### src/rtl/wdg_pkg.sv
package wdg_pkg;

  typedef enum logic [1:0] {
    MODE_USER     = 2'b00,
    MODE_DEBUG    = 2'b01,
    MODE_BOOTWAIT = 2'b10,
    MODE_ALT      = 2'b11
  } boot_mode_e;

  typedef enum logic [1:0] {
    PH_LONG   = 2'd0,
    PH_CLOSED = 2'd1,
    PH_OPEN   = 2'd2
  } win_phase_e;

  function automatic int unsigned win_cnt_width(input int unsigned a,
                                                input int unsigned b,
                                                input int unsigned c);
    int unsigned m;
    m = a;
    if (b > m) m = b;
    if (c > m) m = c;
    return $clog2(m + 1);
  endfunction

endpackage

### src/rtl/wdg_mode_gate.sv
module wdg_mode_gate
  import wdg_pkg::*;
(
  input  logic       clk,
  input  logic       rst_n,
  input  logic [1:0] mode,
  input  logic       en_req,
  input  logic       host_sync,
  output logic       run_en,
  output logic       frozen
);

  boot_mode_e cur_mode;
  logic locked_q, stopped_q, frozen_q;
  logic stop_now, freeze_now, lock_now, user_like;

  always_comb begin
    cur_mode   = boot_mode_e'(mode);
    user_like  = (cur_mode == MODE_USER) || (cur_mode == MODE_ALT);
    stop_now   = !locked_q &&
                 ((cur_mode == MODE_DEBUG) ||
                  ((cur_mode == MODE_BOOTWAIT) && host_sync));
    freeze_now = !locked_q && !stopped_q &&
                 (cur_mode == MODE_BOOTWAIT) && host_sync;
    lock_now   = !locked_q && !stopped_q && user_like && en_req;
    run_en     = !stopped_q && !stop_now;
  end

  always_ff @(posedge clk or negedge rst_n) begin
    if (!rst_n) begin
      locked_q  <= 1'b0;
      stopped_q <= 1'b0;
      frozen_q  <= 1'b0;
    end else begin
      if (stop_now)   stopped_q <= 1'b1;
      if (freeze_now) frozen_q  <= 1'b1;
      if (lock_now)   locked_q  <= 1'b1;
    end
  end

  assign frozen = frozen_q;


  lock_excludes_stop_chk: assert property (@(posedge clk) disable iff (!rst_n)
    locked_q |-> !stopped_q);


  frozen_hold_chk: assert property (@(posedge clk) disable iff (!rst_n)
    frozen_q |=> frozen_q);

endmodule

### src/rtl/wdg_window_timer.sv
module wdg_window_timer
  import wdg_pkg::*;
#(
  parameter int unsigned LONG_WIN   = 4096,
  parameter int unsigned CLOSED_WIN = 256,
  parameter int unsigned OPEN_WIN   = 256
) (
  input  logic clk,
  input  logic rst_n,
  input  logic tick_en,
  input  logic kick,
  output logic fault,
  output logic serviced
);

  localparam int unsigned CNT_W = win_cnt_width(LONG_WIN, CLOSED_WIN, OPEN_WIN);
  localparam logic [CNT_W-1:0] LONG_LAST   = CNT_W'(LONG_WIN - 1);
  localparam logic [CNT_W-1:0] CLOSED_LAST = CNT_W'(CLOSED_WIN - 1);
  localparam logic [CNT_W-1:0] OPEN_LAST   = CNT_W'(OPEN_WIN - 1);

  win_phase_e       phase_q;
  logic [CNT_W-1:0] cnt_q;
  logic [CNT_W-1:0] last;
  logic at_last, bad_kick, expired, good_kick;

  always_comb begin
    unique case (phase_q)
      PH_CLOSED: last = CLOSED_LAST;
      PH_OPEN:   last = OPEN_LAST;
      default:   last = LONG_LAST;
    endcase
    at_last   = (cnt_q == last);
    bad_kick  = tick_en && kick && (phase_q == PH_CLOSED);
    expired   = tick_en && !kick && at_last && (phase_q != PH_CLOSED);
    good_kick = tick_en && kick && (phase_q != PH_CLOSED);
    fault     = bad_kick || expired;
    serviced  = good_kick && (phase_q == PH_OPEN);
  end

  always_ff @(posedge clk or negedge rst_n) begin
    if (!rst_n) begin
      phase_q <= PH_LONG;
      cnt_q   <= '0;
    end else if (fault) begin
      phase_q <= PH_LONG;
      cnt_q   <= '0;
    end else if (good_kick) begin
      phase_q <= PH_CLOSED;
      cnt_q   <= '0;
    end else if (tick_en) begin
      if (at_last) begin
        phase_q <= PH_OPEN;
        cnt_q   <= '0;
      end else begin
        cnt_q <= cnt_q + CNT_W'(1);
      end
    end
  end


  open_kick_restart_chk: assert property (@(posedge clk) disable iff (!rst_n)
    (tick_en && kick && phase_q == PH_OPEN) |=> (phase_q == PH_CLOSED && cnt_q == '0));


  long_window_stay_chk: assert property (@(posedge clk) disable iff (!rst_n)
    (tick_en && !kick && phase_q == PH_LONG && cnt_q != LONG_LAST) |=> (phase_q == PH_LONG));

endmodule

### src/rtl/wdg_escalation.sv
module wdg_escalation #(
  parameter int unsigned ESC_LIMIT = 5
) (
  input  logic clk,
  input  logic por_n,
  input  logic rst_n,
  input  logic fault,
  input  logic serviced,
  output logic rst_req,
  output logic sleep_req
);

  localparam int unsigned ESC_W = $clog2(ESC_LIMIT + 1);
  localparam logic [ESC_W-1:0] ESC_TOP = ESC_W'(ESC_LIMIT);

  logic [ESC_W-1:0] esc_q;
  logic sleep_q, rst_req_q;
  logic at_top, issue_rst;

  always_comb begin
    at_top    = (esc_q == ESC_TOP);
    issue_rst = fault && !at_top;
  end

  always_ff @(posedge clk or negedge por_n) begin
    if (!por_n) begin
      esc_q   <= '0;
      sleep_q <= 1'b0;
    end else if (fault) begin
      if (at_top) sleep_q <= 1'b1;
      else        esc_q   <= esc_q + ESC_W'(1);
    end else if (serviced) begin
      esc_q <= '0;
    end
  end

  always_ff @(posedge clk or negedge rst_n) begin
    if (!rst_n) rst_req_q <= 1'b0;
    else        rst_req_q <= issue_rst;
  end

  assign rst_req   = rst_req_q;
  assign sleep_req = sleep_q;


  rst_pulse_chk: assert property (@(posedge clk) disable iff (!rst_n)
    rst_req_q |=> !rst_req_q);


  sleep_hold_chk: assert property (@(posedge clk) disable iff (!por_n)
    sleep_q |=> sleep_q);


  sleep_blocks_rst_chk: assert property (@(posedge clk) disable iff (!rst_n)
    sleep_q |-> !rst_req_q);


  service_clears_chk: assert property (@(posedge clk) disable iff (!por_n || !rst_n)
    serviced |=> (esc_q == '0));

endmodule

### src/rtl/boot_wdog_guard.sv
module boot_wdog_guard #(
  parameter int unsigned LONG_WIN   = 4096,
  parameter int unsigned CLOSED_WIN = 256,
  parameter int unsigned OPEN_WIN   = 256,
  parameter int unsigned ESC_LIMIT  = 5
) (
  input  logic       clk,
  input  logic       por_n,
  input  logic       rst_n,
  input  logic [1:0] mode,
  input  logic       en_req,
  input  logic       host_sync,
  input  logic       kick,
  output logic       rst_req,
  output logic       frozen,
  output logic       sleep_req
);

  logic run_en, tick_en, fault, serviced;

  wdg_mode_gate u_gate (
    .clk       (clk),
    .rst_n     (rst_n),
    .mode      (mode),
    .en_req    (en_req),
    .host_sync (host_sync),
    .run_en    (run_en),
    .frozen    (frozen)
  );

  assign tick_en = run_en && !sleep_req;

  wdg_window_timer #(
    .LONG_WIN   (LONG_WIN),
    .CLOSED_WIN (CLOSED_WIN),
    .OPEN_WIN   (OPEN_WIN)
  ) u_timer (
    .clk      (clk),
    .rst_n    (rst_n),
    .tick_en  (tick_en),
    .kick     (kick),
    .fault    (fault),
    .serviced (serviced)
  );

  wdg_escalation #(
    .ESC_LIMIT (ESC_LIMIT)
  ) u_esc (
    .clk       (clk),
    .por_n     (por_n),
    .rst_n     (rst_n),
    .fault     (fault),
    .serviced  (serviced),
    .rst_req   (rst_req),
    .sleep_req (sleep_req)
  );


  no_fault_when_halted_chk: assert property (@(posedge clk) disable iff (!rst_n)
    (!run_en || sleep_req) |=> !rst_req);

endmodule

### config.mk
export PLATFORM = sky130hd
export DESIGN_NAME = boot_wdog_guard
export DESIGN_NICKNAME = d
export VERILOG_FILES = /design/src/rtl/wdg_pkg.sv /design/src/rtl/wdg_mode_gate.sv /design/src/rtl/wdg_window_timer.sv /design/src/rtl/wdg_escalation.sv /design/src/rtl/boot_wdog_guard.sv
export SDC_FILE = /design/constraint.sdc
export NUM_CORES = 1
export LEC_CHECK = 0
export BUFFER_PORTS_ARGS = -buffer_cell sky130_fd_sc_hd__buf_2
export CORE_ASPECT_RATIO = 0.8
export CORE_MARGIN = 2
export CORE_UTILIZATION = 63
export DETAILED_ROUTE_END_ITERATION = 10
export GPL_TIMING_DRIVEN = 0
export PLACE_DENSITY = 0.83
export REMOVE_ABC_BUFFERS = 1
export SYNTH_ARGS = -nofsm -noshare
export SYNTH_HDL_FRONTEND = slang
export SYNTH_SLANG_ARGS = --single-unit
### constraint.sdc
create_clock -name clk -period 4.4 [get_ports clk]
set_clock_uncertainty 0.2 [all_clocks]
set_input_delay 0.88 -clock clk [delete_from_list [all_inputs] [get_ports clk]]
set_output_delay 0.88 -clock clk [all_outputs]
set_load 0.005 [all_outputs]
; ---- After elaboration in Yosys (flattened, before gate mapping)
; Index checks and enable logic that the tools add are counted.
[op_classes]
addsub = 2
n_eq_ne = 9
n_mux = 12
reduce_logical = 34
[ops]
columns = cell, n
row1 = $mux 13, 4
row2 = $logic_and 1x1->1, 17
row3 = $add 13x1->13 const B, 1
row4 = $eq 13x12->1, 1
row5 = $mux 12, 1
row6 = $mux 3, 3
row7 = $mux 2, 4
row8 = $eq 2x2->1 const B, 3
row9 = $logic_not 1->1, 6
row10 = $reduce_and 2->1, 3
row11 = $reduce_bool 3->1, 2
row12 = $eq 2x1->1 const B, 2
row13 = $add 3x1->3 const B, 1
row14 = $eq 3x3->1 const B, 1
row15 = $logic_or 1x1->1, 3
row16 = $logic_not 2->1, 1
row17 = $ne 2x1->1 const B, 1
row18 = $ne 2x2->1 const B, 1
row19 = $reduce_bool 2->1, 1
row20 = $reduce_or 2->1, 1
[totals]
register_bits = 23
elab_cells = 65

; ---- Longest topological paths before layout
; Gate-level depths: netlist (run 1).
[logic_depth]
word_depth = 13
mapped_depth = 8

; ---- Hierarchy
; From an unflattened synthesis (run 1), not the netlist that was laid out.
[hier_totals]
hier_cells = 142
area_unflattened_um2 = 1356.3
[modules_own_cells]
columns = mod, n_inst, cells_per_inst, area_each_um2
row1 = wdg_window_timer, 1, 104, 914.6
row2 = wdg_escalation, 1, 23, 277.8
row3 = wdg_mode_gate, 1, 14, 150.1
row4 = boot_wdog_guard, 1, 1, 13.8

; ---- Worst setup path after synthesis (run 1)
; No wires, ideal clock.
[synth_timing]
path_kind = register to register
startpoint = register u_timer.phase_q[0]
endpoint = register u_esc.esc_q[1]
setup_ns = 0.104
arrival_ns = 2.251
path_slack_ns = 1.845
path_stages_with_launch = 8
n_path_buf = 0
cell_sequence = dfrtp_1 > inv_1 > ha_1 > or4_1 > o22a_2 > nor4_2 > mux2_2 > a221oi_1
[synth_between]
elab_chain_len = 9
[synth_rtl]
columns = item, line
row1 = start: declaration, wdg_window_timer.sv:21  ; win_phase_e phase_q;
row2 = start signal: assignment, wdg_window_timer.sv:42  ; phase_q <= PH_LONG;
row3 = start signal: assignment, wdg_window_timer.sv:45  ; phase_q <= PH_LONG;
row4 = start signal: assignment, wdg_window_timer.sv:48  ; phase_q <= PH_CLOSED;
row5 = $eq 2x2->1 or $eq 2x1->1 (tied branches), "wdg_window_timer.sv:27, wdg_window_timer.sv:37, wdg_window_timer.sv:33"
row6 = $reduce_or 2->1 (no source line), --
row7 = $mux 12, wdg_window_timer.sv:27  ; unique case (phase_q)
row8 = $eq 13x12->1, wdg_window_timer.sv:32  ; at_last = (cnt_q == last);
row9 = $logic_and 1x1->1 (2 in series), wdg_window_timer.sv:34  ; expired = tick_en && !kick && at_last && (phase_q != PH_CLOSED);
row10 = $logic_or 1x1->1, wdg_window_timer.sv:36  ; fault = bad_kick || expired;
row11 = $ne 2x2->1 (no source line) or $reduce_bool 2->1 (tied branches), --
row12 = $reduce_and 2->1 (no source line), --
row13 = end signal: assignment, wdg_escalation.sv:31  ; else esc_q <= esc_q + ESC_W'(1);
row14 = end: declaration, wdg_escalation.sv:16  ; logic [ESC_W-1:0] esc_q;
; Several ways; a longest one is shown, not always the timed one.
; A chain may end at the register's enable or synchronous reset.

; ---- Final worst setup path (run 1)
[layout_timing]
startpoint = input port mode[0]
endpoint = register u_esc.esc_q[2]
[layout_between]
elab_chain_len = 13
[layout_rtl]
columns = item, line
row1 = start: declaration, boot_wdog_guard.sv:10  ; input logic [1:0] mode,
row2 = $eq 2x2->1, wdg_mode_gate.sv:22  ; ((cur_mode == MODE_BOOTWAIT) && host_sync));
row3 = $logic_and 1x1->1, wdg_mode_gate.sv:22
row4 = $logic_or 1x1->1 *, wdg_mode_gate.sv:21  ; ((cur_mode == MODE_DEBUG) ||
row5 = $logic_and 1x1->1 *, wdg_mode_gate.sv:20  ; stop_now = !locked_q &&
row6 = $logic_not 1->1 *, wdg_mode_gate.sv:26  ; run_en = !stopped_q && !stop_now;
row7 = $logic_and 1x1->1 *, wdg_mode_gate.sv:26
row8 = $logic_and 1x1->1 *, boot_wdog_guard.sv:31  ; assign tick_en = run_en && !sleep_req;
row9 = $logic_and 1x1->1 (3 in series), wdg_window_timer.sv:34
row10 = $logic_or 1x1->1, wdg_window_timer.sv:36
row11 = $ne 2x2->1 (no source line) or $reduce_bool 2->1 (tied branches), --
row12 = $reduce_and 2->1 (no source line), --
; Every way passes the cells marked *; elsewhere a longest branch is shown, timed or not.

==> results of run 1 <==
==> layout make-up <==
type                            instances  area share
Clock buffer                            3     0.01528
Clock inverter                          1    0.003396
Inverter                                9     0.02292
Multi-Input combinational cell        115      0.5093
Sequential cell                        23      0.3905
Tap cell                               25     0.02122
Timing Repair Buffer                   11     0.03735
==> metal layers <==
| metal | vias to the layer above | wire [um] |
|---|---|---|
| met3 | 4 | 104 |
| met1 | 530 | 1312 |
| li1 | 556 | - |
| met2 | 26 | 1269 |
| met4 | 0 | 46 |
| met5 | - | 0 |
==> power by group <==
| part | internal (uW) | leakage [uW] | total [uW] | switching [uW] |
|---|---|---|---|---|
| logic | 9.48 | 0.000323 | 22.0 | 12.5 |
| clock network | 34.2 | 0.0000177 | 103 | 68.7 |
| registers | 217 | 0.000296 | 222 | 5.90 |
==> per-stage QoR <==
stage	area [um^2]	hold slack [ns]	power (uW)	setup slack [ns]
2_1_floorplan	1360	0.2657	235.2	1.649
3_3_place_gp	1441	0.2508	247.8	1.094
3_5_place_dp	1446	0.2496	248.6	1.191
4_1_cts	1474	0.1229	348.9	1.506
5_1_grt	1474	0.1168	359.7	1.304
6_report	1474	0.1224	347.2	1.495
==> path summary, 6_finish.rpt <==
check                                          startpoint                        endpoint  slack, ns  depth (start not counted)
setup / recovery                                  mode[0]      u_esc.esc_q[2]$_DFFE_PN0P_       1.49                          9
hold / removal                                      por_n      u_esc.esc_q[0]$_DFFE_PN0P_       0.12                          1
setup reg to reg           u_timer.phase_q[0]$_DFFE_PN0P_      u_esc.esc_q[1]$_DFFE_PN0P_       1.64                          7
hold reg to reg                 u_gate.frozen$_DFFE_PN0P_       u_gate.frozen$_DFFE_PN0P_       0.28                          1
max in group asynchronous                           rst_n  u_timer.phase_q[1]$_DFFE_PN0P_       3.42                          1
min in group clk                u_gate.frozen$_DFFE_PN0P_       u_gate.frozen$_DFFE_PN0P_       0.28                          1
==> sequential cells by signal, summed over array words and instances, names as in the netlist <==
register,flops
u_timer.phase_q,2
u_esc.sleep_req,1
u_timer.cnt_q,13
u_esc.rst_req,1
u_gate.stopped_q,1
u_gate.frozen,1
u_gate.locked_q,1
u_esc.esc_q,3
==> cells by family (layout without fill, tap and decap cells) <==
group	after synthesis	after routing	share of synthesized area
multiplexers	3	3	0.02269
buffers and inverters	13	24	0.03811
AND/OR/NAND/NOR	63	63	0.2387
adder cells (fa/ha/maj)	7	7	0.06352
AO/OA/AOI/OAI	35	35	0.1751
XOR/XNOR	7	7	0.04447
flip-flops	23	23	0.4174
==> synthesized netlist by cell type, types with 3 or more instances <==
master | instances | area share
dfrtp_1 | 23 | 0.42
nor2_1 | 20 | 0.054
o21ai_0 | 13 | 0.047
nand2_1 | 12 | 0.033
inv_1 | 9 | 0.024
ha_1 | 7 | 0.064
nor3_1 | 7 | 0.025
xnor2_1 | 6 | 0.038
nand2b_1 | 4 | 0.018
a21oi_1 | 3 | 0.011
and3_1 | 3 | 0.014
clkbuf_1 | 3 | 0.0082
nand4_1 | 3 | 0.014
o21a_1 | 3 | 0.016
==> impl_metrics.ini, run 1 <==
[status]
status = finished clean

[final_layout]
regArea_um2 = 575.6
fin_util = 0.6950
multiInputGateArea_um2 = 750.7
mostFrequentLayoutCell = dfrtp_1
antenna_cells = 0
fin_nets = 178
syn_to_final_growth_pct = 6.896
final_cell_mix = 23 x dfrtp_1, 20 x nor2_1, 13 x o21ai_0
drive_gt1_frac = 0.1358
fillCellCount = 166
final_cells = 187

[floorplan]
die_w_um = 56.31
die_h_um = 45.85
die_area_um2 = 2581
ios = 11
row_count = 15
fp.coreArea_um2 = 2121
start_util = 0.6501

[critical_path]
cp-end-kind = flip-flop
cp_slowest_cell = nor4b_2
cp_max_fo = 8
crit_arrival_ns = 2.91
crit_path_frequent_cell = buf_2
worstPathCellList = buf_2, inv_1, ha_1, a21oi_1, o21ai_0, buf_2, nor4b_2, and4bb_1, nor3_1
worst-path-buf-inv = 3
cpPeakStageDelay_ns = 0.39
cp_top_family = compound AO/OA/AOI/OAI gates
required_ns = 4.41
criticalPathCategory = in2reg
crit_path_start_kind = primary input

[timing]
finalSetupTns_ns = 0
setup_viol = 0
hold_viol_final = 0
period_minus_slack_ns = 2.905
period_share = 0.6603
slew_headroom = 0.4382
fmax_ghz = 0.3442
worstMarginPinSlew_ns = 0.8339
rsz0062_at_grt = no
slew_viol_final = 0

[cts]
cts_max_path_buffers = 2
clk_latency_ns = 0.33
postCtsSetupRepairBufs = 0
clock-sinks = 23
root_buffer = clkbuf_4
cts_tree = done
numCtsBuffers = 3
postCtsResizedCells = 0
clk_pin_slew_ns = 0.14
postCtsHoldBufs = 0
htree_levels = 1

[logic_synthesis]
synthFlopType = dfrtp_1
yosysSeqAreaShare = 0.4174
synthArstFlopShare = 1.000
ys_ff_latch = 23
syn_area_um2 = 1379
synth_edf_count = 0
syn_inst = 151
synth_warnings = 0
ys_types = 42
synth.avg_cell_area_um2 = 9.131

[detailed_routing]
post_drt_wl_per_cell_um = 14.60
drc = 0
wl_um = 2731
viasPerCell = 5.968
vias = 1116
drt-initial-drc-count = 35
dr.pass1.iters = 4
postRouteAntennaNets = 0

[grt]
grt_overflow_total = 0
grtUsageMet1 = 0.3304
grt_pass1_vias = 1039
grt_max_degree = 20
grt_pass1_wl_um = 4774
antenna_found_initial = 0
grtUsageTotal = 0.2487
use_met2 = 0.4071
busiest_layer = met2
use_met3 = 0.04261

[placement]
port_buffers = 10
dp_hpwl_um = 2011
dp_cells = 183
place_congestion = 0.8711

[run]
cap_viol_max_count = 0

[min_path]
hp-class = in2async

[pwr]
p_per_area_nw_per_um2 = 235.6
power_leakage_uw = 0.0006373
peakVddDrop_uv = 203.7
No activity file was read; power rests on OpenSTA's default activity.
==> run 2: changes to the inputs <==
--- a/config.mk
+++ b/config.mk
@@ -8,10 +8,10 @@
 export BUFFER_PORTS_ARGS = -buffer_cell sky130_fd_sc_hd__buf_2
 export CORE_ASPECT_RATIO = 0.8
 export CORE_MARGIN = 2
-export CORE_UTILIZATION = 63
+export CORE_UTILIZATION = 58
 export DETAILED_ROUTE_END_ITERATION = 10
 export GPL_TIMING_DRIVEN = 0
-export PLACE_DENSITY = 0.83
+export PLACE_DENSITY = 0.78
 export REMOVE_ABC_BUFFERS = 1
 export SYNTH_ARGS = -nofsm -noshare
 export SYNTH_HDL_FRONTEND = slang
==> constraint.sdc (replaced) <==
create_clock -name clk -period 2.79 [get_ports clk]
set_clock_uncertainty 0.2 [all_clocks]
set_input_delay 0.558 -clock clk [delete_from_list [all_inputs] [get_ports clk]]
set_output_delay 0.558 -clock clk [all_outputs]
set_load 0.005 [all_outputs]
==> impl_metrics.ini, run 2 (synthesis results as in run 1) <==
[critical_path]
r2r-end = u_esc.esc_q[1]$_DFFE_PN0P_
cp-end-kind = flip-flop
cp_max_fo = 4
timing.rr.start = u_timer.phase_q[0]$_DFFE_PN0P_
r2r_cells = 7
criticalPathCategory = reg2reg
required_ns = 2.83
rrSetupSlack_ns = 0.15
crit_arrival_ns = 2.68
crit_path_start_kind = flip-flop

[placement]
port_buffers = 10
dp_hpwl_um = 2081
dp_cells = 182
place_congestion = 0.7985

[grt]
grt_max_degree = 20
grt_pass1_vias = 1025
grt_overflow_total = 0
grt_pass1_wl_um = 4719
antenna_found_initial = 0
grtUsageTotal = 0.2352

[floorplan]
fp.coreArea_um2 = 2196
die_w_um = 58.51
die_h_um = 47.61
start_util = 0.6279
ios = 11
row_count = 15
die_area_um2 = 2786

[detailed_routing]
wl_met2_um = 1353
vias = 1145
wl_met1_um = 1318
postRouteAntennaNets = 0
wl_um = 2834
dr.pass1.iters = 4
drc = 0
viasPerCell = 6.090
drt-initial-drc-count = 37
post_drt_wl_per_cell_um = 15.07
top_layer_used = met4
wl_met3_um = 111

[final_layout]
top_regs = u_timer.cnt_q (13), u_esc.esc_q (3), u_timer.phase_q (2)
final_cell_mix = 23 x dfrtp_1, 20 x nor2_1, 12 x nand2_1, 12 x o21ai_0, 10 x buf_2
largest_register_ffs = 13
antenna_cells = 0
drive_gt1_frac = 0.1350
fin_util = 0.6860
regMostFlops = u_timer.cnt_q
mostFrequentLayoutCell = dfrtp_1
final_cells = 188
fin_nets = 179
syn_to_final_growth_pct = 9.256

[min_path]
min_to = u_gate.locked_q$_DFFE_PN0P_
worstHoldStart = en_req
hold_path_depth = 3
hp-class = in2reg

[pwr]
switching_share = 0.2464
peakVddDrop_uv = 325.4
clkPwrFrac = 0.288
p_switching_uw = 134.8
pwr-share-comb = 0.068
power_leakage_uw = 0.0006460
p_int_uw = 412.2
p_seq_frac = 0.643
p_per_area_nw_per_um2 = 363.1

[cts]
postCtsSetupRepairBufs = 0
root_buffer = clkbuf_4
clk_pin_slew_ns = 0.13
cts_max_path_buffers = 2
cts_tree = done
clk_latency_ns = 0.32
htree_levels = 1
numCtsBuffers = 3
clock-sinks = 23

[timing]
period_share = 0.9461
fmax_ghz = 0.3788
hold_viol_final = 0
worstMarginPinSlew_ns = 0.9534
setup_viol = 0
slew_viol_final = 0
holdWs_ns = 0.2621
period_minus_slack_ns = 2.640
slew_headroom = 0.3602
finalSetupTns_ns = 0

[run]
cap_viol_max_count = 0

[status]
status = finished clean
-- run 2: critical path: stages, from the launching register on --
cell and delay, ns:
dfrtp_1 0.37, inv_1 0.06, ha_1 0.30, or4_1 0.55, o22a_4 0.25, nor4_4 0.24, mux2_2 0.37, a221oi_1 0.22
-- run 2: what timing repair did --
item,4_1_cts,5_1_grt
hold buffers,2,0
endpoints found under the setup margin,0,10
endpoints found under the hold margin,23,0
resized for setup,0,3
-- run 2: metrics by stage --
stage / power [uW] / instance area (um^2) / setup slack [ns]
2_1_floorplan: 370.8 / 1360 / 0.2348
3_3_place_gp: 391.0 / 1441 / -0.2158
3_5_place_dp: 393.5 / 1441 / 0.01562
4_1_cts: 553.9 / 1489 / 0.04964
5_1_grt: 571.9 / 1506 / -0.03223
6_report: 546.9 / 1506 / 0.1503
-- run 2: how the worst max path moves through the flow --
stage                                               from                          to  slack [ns]  depth (start not counted)
after floorplan           u_timer.phase_q[0]$_DFFE_PN0P_  u_esc.esc_q[1]$_DFFE_PN0P_        0.23                          7
after global placement                           mode[0]  u_esc.esc_q[2]$_DFFE_PN0P_       -0.22                          8
after detailed placement                         mode[0]  u_esc.esc_q[2]$_DFFE_PN0P_        0.02                          8
after CTS                 u_timer.phase_q[0]$_DFFE_PN0P_  u_esc.esc_q[1]$_DFFE_PN0P_        0.05                          7
after global routing      u_timer.phase_q[0]$_DFFE_PN0P_  u_esc.esc_q[1]$_DFFE_PN0P_       -0.03                          7
final                     u_timer.phase_q[0]$_DFFE_PN0P_  u_esc.esc_q[1]$_DFFE_PN0P_        0.15                          7
-- run 2: power by group through the flow --
stage               clock network (uW)  registers, uW  logic (uW)
floorplan                            0            356        14.7
global placement                     0            357        34.3
detailed placement                   0            358        35.6
CTS                                164            352        37.9
global route                       175            354        43.2
finish                             158            352        37.3
-- run 2: layout make-up --
type	instances	area, um^2
multi-input combinational	115	768.2
inverter	9	33.78
timing repair buffer	12	70.07
fill	173	689.4
tap	25	31.28
sequential	23	575.6
clock buffer	3	22.52
clock inverter	1	5.005
-- run 2: routing by layer --
layer	track usage	up-vias
li1	-	562
met1	0.2991	548
met2	0.3888	27
met3	0.06486	8
met4	0.09767	0
met5	0	-
==> run 3: changes to the inputs <==
--- a/config.mk
+++ b/config.mk
@@ -8,11 +8,12 @@
 export BUFFER_PORTS_ARGS = -buffer_cell sky130_fd_sc_hd__buf_2
 export CORE_ASPECT_RATIO = 0.8
 export CORE_MARGIN = 2
-export CORE_UTILIZATION = 58
+export CORE_UTILIZATION = 63
 export DETAILED_ROUTE_END_ITERATION = 10
 export GPL_TIMING_DRIVEN = 0
-export PLACE_DENSITY = 0.78
+export PLACE_DENSITY = 0.83
 export REMOVE_ABC_BUFFERS = 1
+export SLEW_MARGIN = 10
 export SYNTH_ARGS = -nofsm -noshare
 export SYNTH_HDL_FRONTEND = slang
 export SYNTH_SLANG_ARGS = --single-unit
==> constraint.sdc (replaced) <==
create_clock -name clk -period 3.4 [get_ports clk]
set_clock_uncertainty 0.2 [all_clocks]
set_input_delay 0.68 -clock clk [delete_from_list [all_inputs] [get_ports clk]]
set_output_delay 0.68 -clock clk [all_outputs]
set_load 0.005 [all_outputs]
==> impl_metrics.ini, run 3 (synthesis results as in run 1) <==
[critical_path]
worstPathCellList = inv_1, ha_1, or4_1, o22a_2, nor4_2, mux2_2, a221oi_1
rrSetupSlack_ns = 0.65
cp_max_fo = 4
required_ns = 3.42
cp-end-kind = flip-flop
timing.rr.start = u_timer.phase_q[0]$_DFFE_PN0P_
criticalPathCategory = reg2reg
cp_top_family = simple AND/OR/NAND/NOR gates
cp_slowest_cell = or4_1
crit_path_start_kind = flip-flop
cpPeakStageDelay_ns = 0.54
r2r_cells = 7
worst-path-buf-inv = 1
r2r-end = u_esc.esc_q[1]$_DFFE_PN0P_
crit_arrival_ns = 2.77

[final_layout]
antenna_cells = 0
mostFrequentLayoutCell = dfrtp_1
regMostFlops = u_timer.cnt_q
syn_to_final_growth_pct = 7.169
fillCellCount = 163
regArea_um2 = 575.6
drive_gt1_frac = 0.1235
fin_nets = 178
multiInputGateArea_um2 = 750.7
largest_register_ffs = 13
top_regs = u_timer.cnt_q (13), u_esc.esc_q (3), u_timer.phase_q (2)
final_cell_mix = 23 x dfrtp_1, 20 x nor2_1, 12 x nand2_1, 12 x o21ai_0, 10 x buf_2

[placement]
port_buffers = 10
place_ws_ns = 0.5072
dp_hpwl_um = 2004
place_congestion = 0.8711

[status]
status = finished clean

[timing]
period_minus_slack_ns = 2.751
slew_viol_final = 0
setup_viol = 0
worst_slack_ns = 0.6491
rsz0062_at_grt = no
fmax_ghz = 0.3635
hold_viol_final = 0
worstMarginPinSlew_ns = 0.9625
finalSetupTns_ns = 0
period_share = 0.8091
slew_headroom = 0.3540

[cts]
postCtsResizedCells = 0
root_buffer = clkbuf_4
htree_levels = 1
cts_tree = done
postCtsHoldBufs = 1
clock-sinks = 23
numCtsBuffers = 3
cts_max_path_buffers = 2
clk_latency_ns = 0.31
postCtsSetupRepairBufs = 0
clk_pin_slew_ns = 0.12

[detailed_routing]
drt-initial-drc-count = 42
viasPerCell = 5.989
postRouteAntennaNets = 0
vias = 1120
wl_um = 2742
drc = 0
post_drt_wl_per_cell_um = 14.66
dr.pass1.iters = 4

[floorplan]
row_count = 15
die_area_um2 = 2581
die_w_um = 56.31
die_h_um = 45.85
fp.coreArea_um2 = 2121
start_util = 0.6501
ios = 11

[grt]
grt_pass1_vias = 1003
grt_overflow_total = 0
grt_max_degree = 20
antenna_found_initial = 0
grtUsageTotal = 0.2312
grt_pass1_wl_um = 4443

[pwr]
p_per_area_nw_per_um2 = 299.7
power_leakage_uw = 0.0006364
peakVddDrop_uv = 302.5

[run]
cap_viol_max_count = 0

[min_path]
hp-class = in2async
-- run 3: per-stage QoR --
stage / power (uW) / util / instances / hold WS, ns / cell area [um^2]
finish: 442.9 / 0.6968 / 187 / 0.08145 / 1478
global route: 461.7 / 0.6968 / 187 / 0.1148 / 1478
CTS: 447.8 / 0.6968 / 187 / 0.09118 / 1478
detailed placement: 322.4 / 0.6796 / 182 / 0.2490 / 1441
global placement: 320.7 / 0.6796 / 182 / 0.2508 / 1441
floorplan: 304.3 / - / 147 / 0.1844 / 1360
-- run 3: cell type report --
cell class,count,share of cell area
repair buffers,11,0.04064
flip-flops and latches,23,0.3895
well taps,25,0.02117
inverters,9,0.02286
clock buffers,4,0.01778
multi-input cells,115,0.5080
-- run 3: worst max path at each step --
stage	start	endpoint	cells after the start
after floorplan	u_timer.phase_q[0]$_DFFE_PN0P_	u_esc.esc_q[1]$_DFFE_PN0P_	7
after global placement	mode[0]	u_esc.esc_q[2]$_DFFE_PN0P_	8
after detailed placement	mode[0]	u_esc.esc_q[2]$_DFFE_PN0P_	8
after CTS	u_timer.phase_q[0]$_DFFE_PN0P_	u_esc.esc_q[1]$_DFFE_PN0P_	7
after global routing	u_timer.phase_q[0]$_DFFE_PN0P_	u_esc.esc_q[1]$_DFFE_PN0P_	7
final	u_timer.phase_q[0]$_DFFE_PN0P_	u_esc.esc_q[1]$_DFFE_PN0P_	7
-- run 3: power by group --
part / internal (uW) / switching [uW]
clock: 45.8 / 79.1
sequential: 280 / 8.25
combinational: 13.0 / 16.5
total: 339 / 104
-- run 3: per-layer routing --
layer,vias up,share of wire,track usage
met2,22,0.48,0.4047
met3,6,0.033,0.05966
met1,537,0.47,0.2875
li1,555,-,-
met4,0,0.016,0.07143
met5,-,0,0
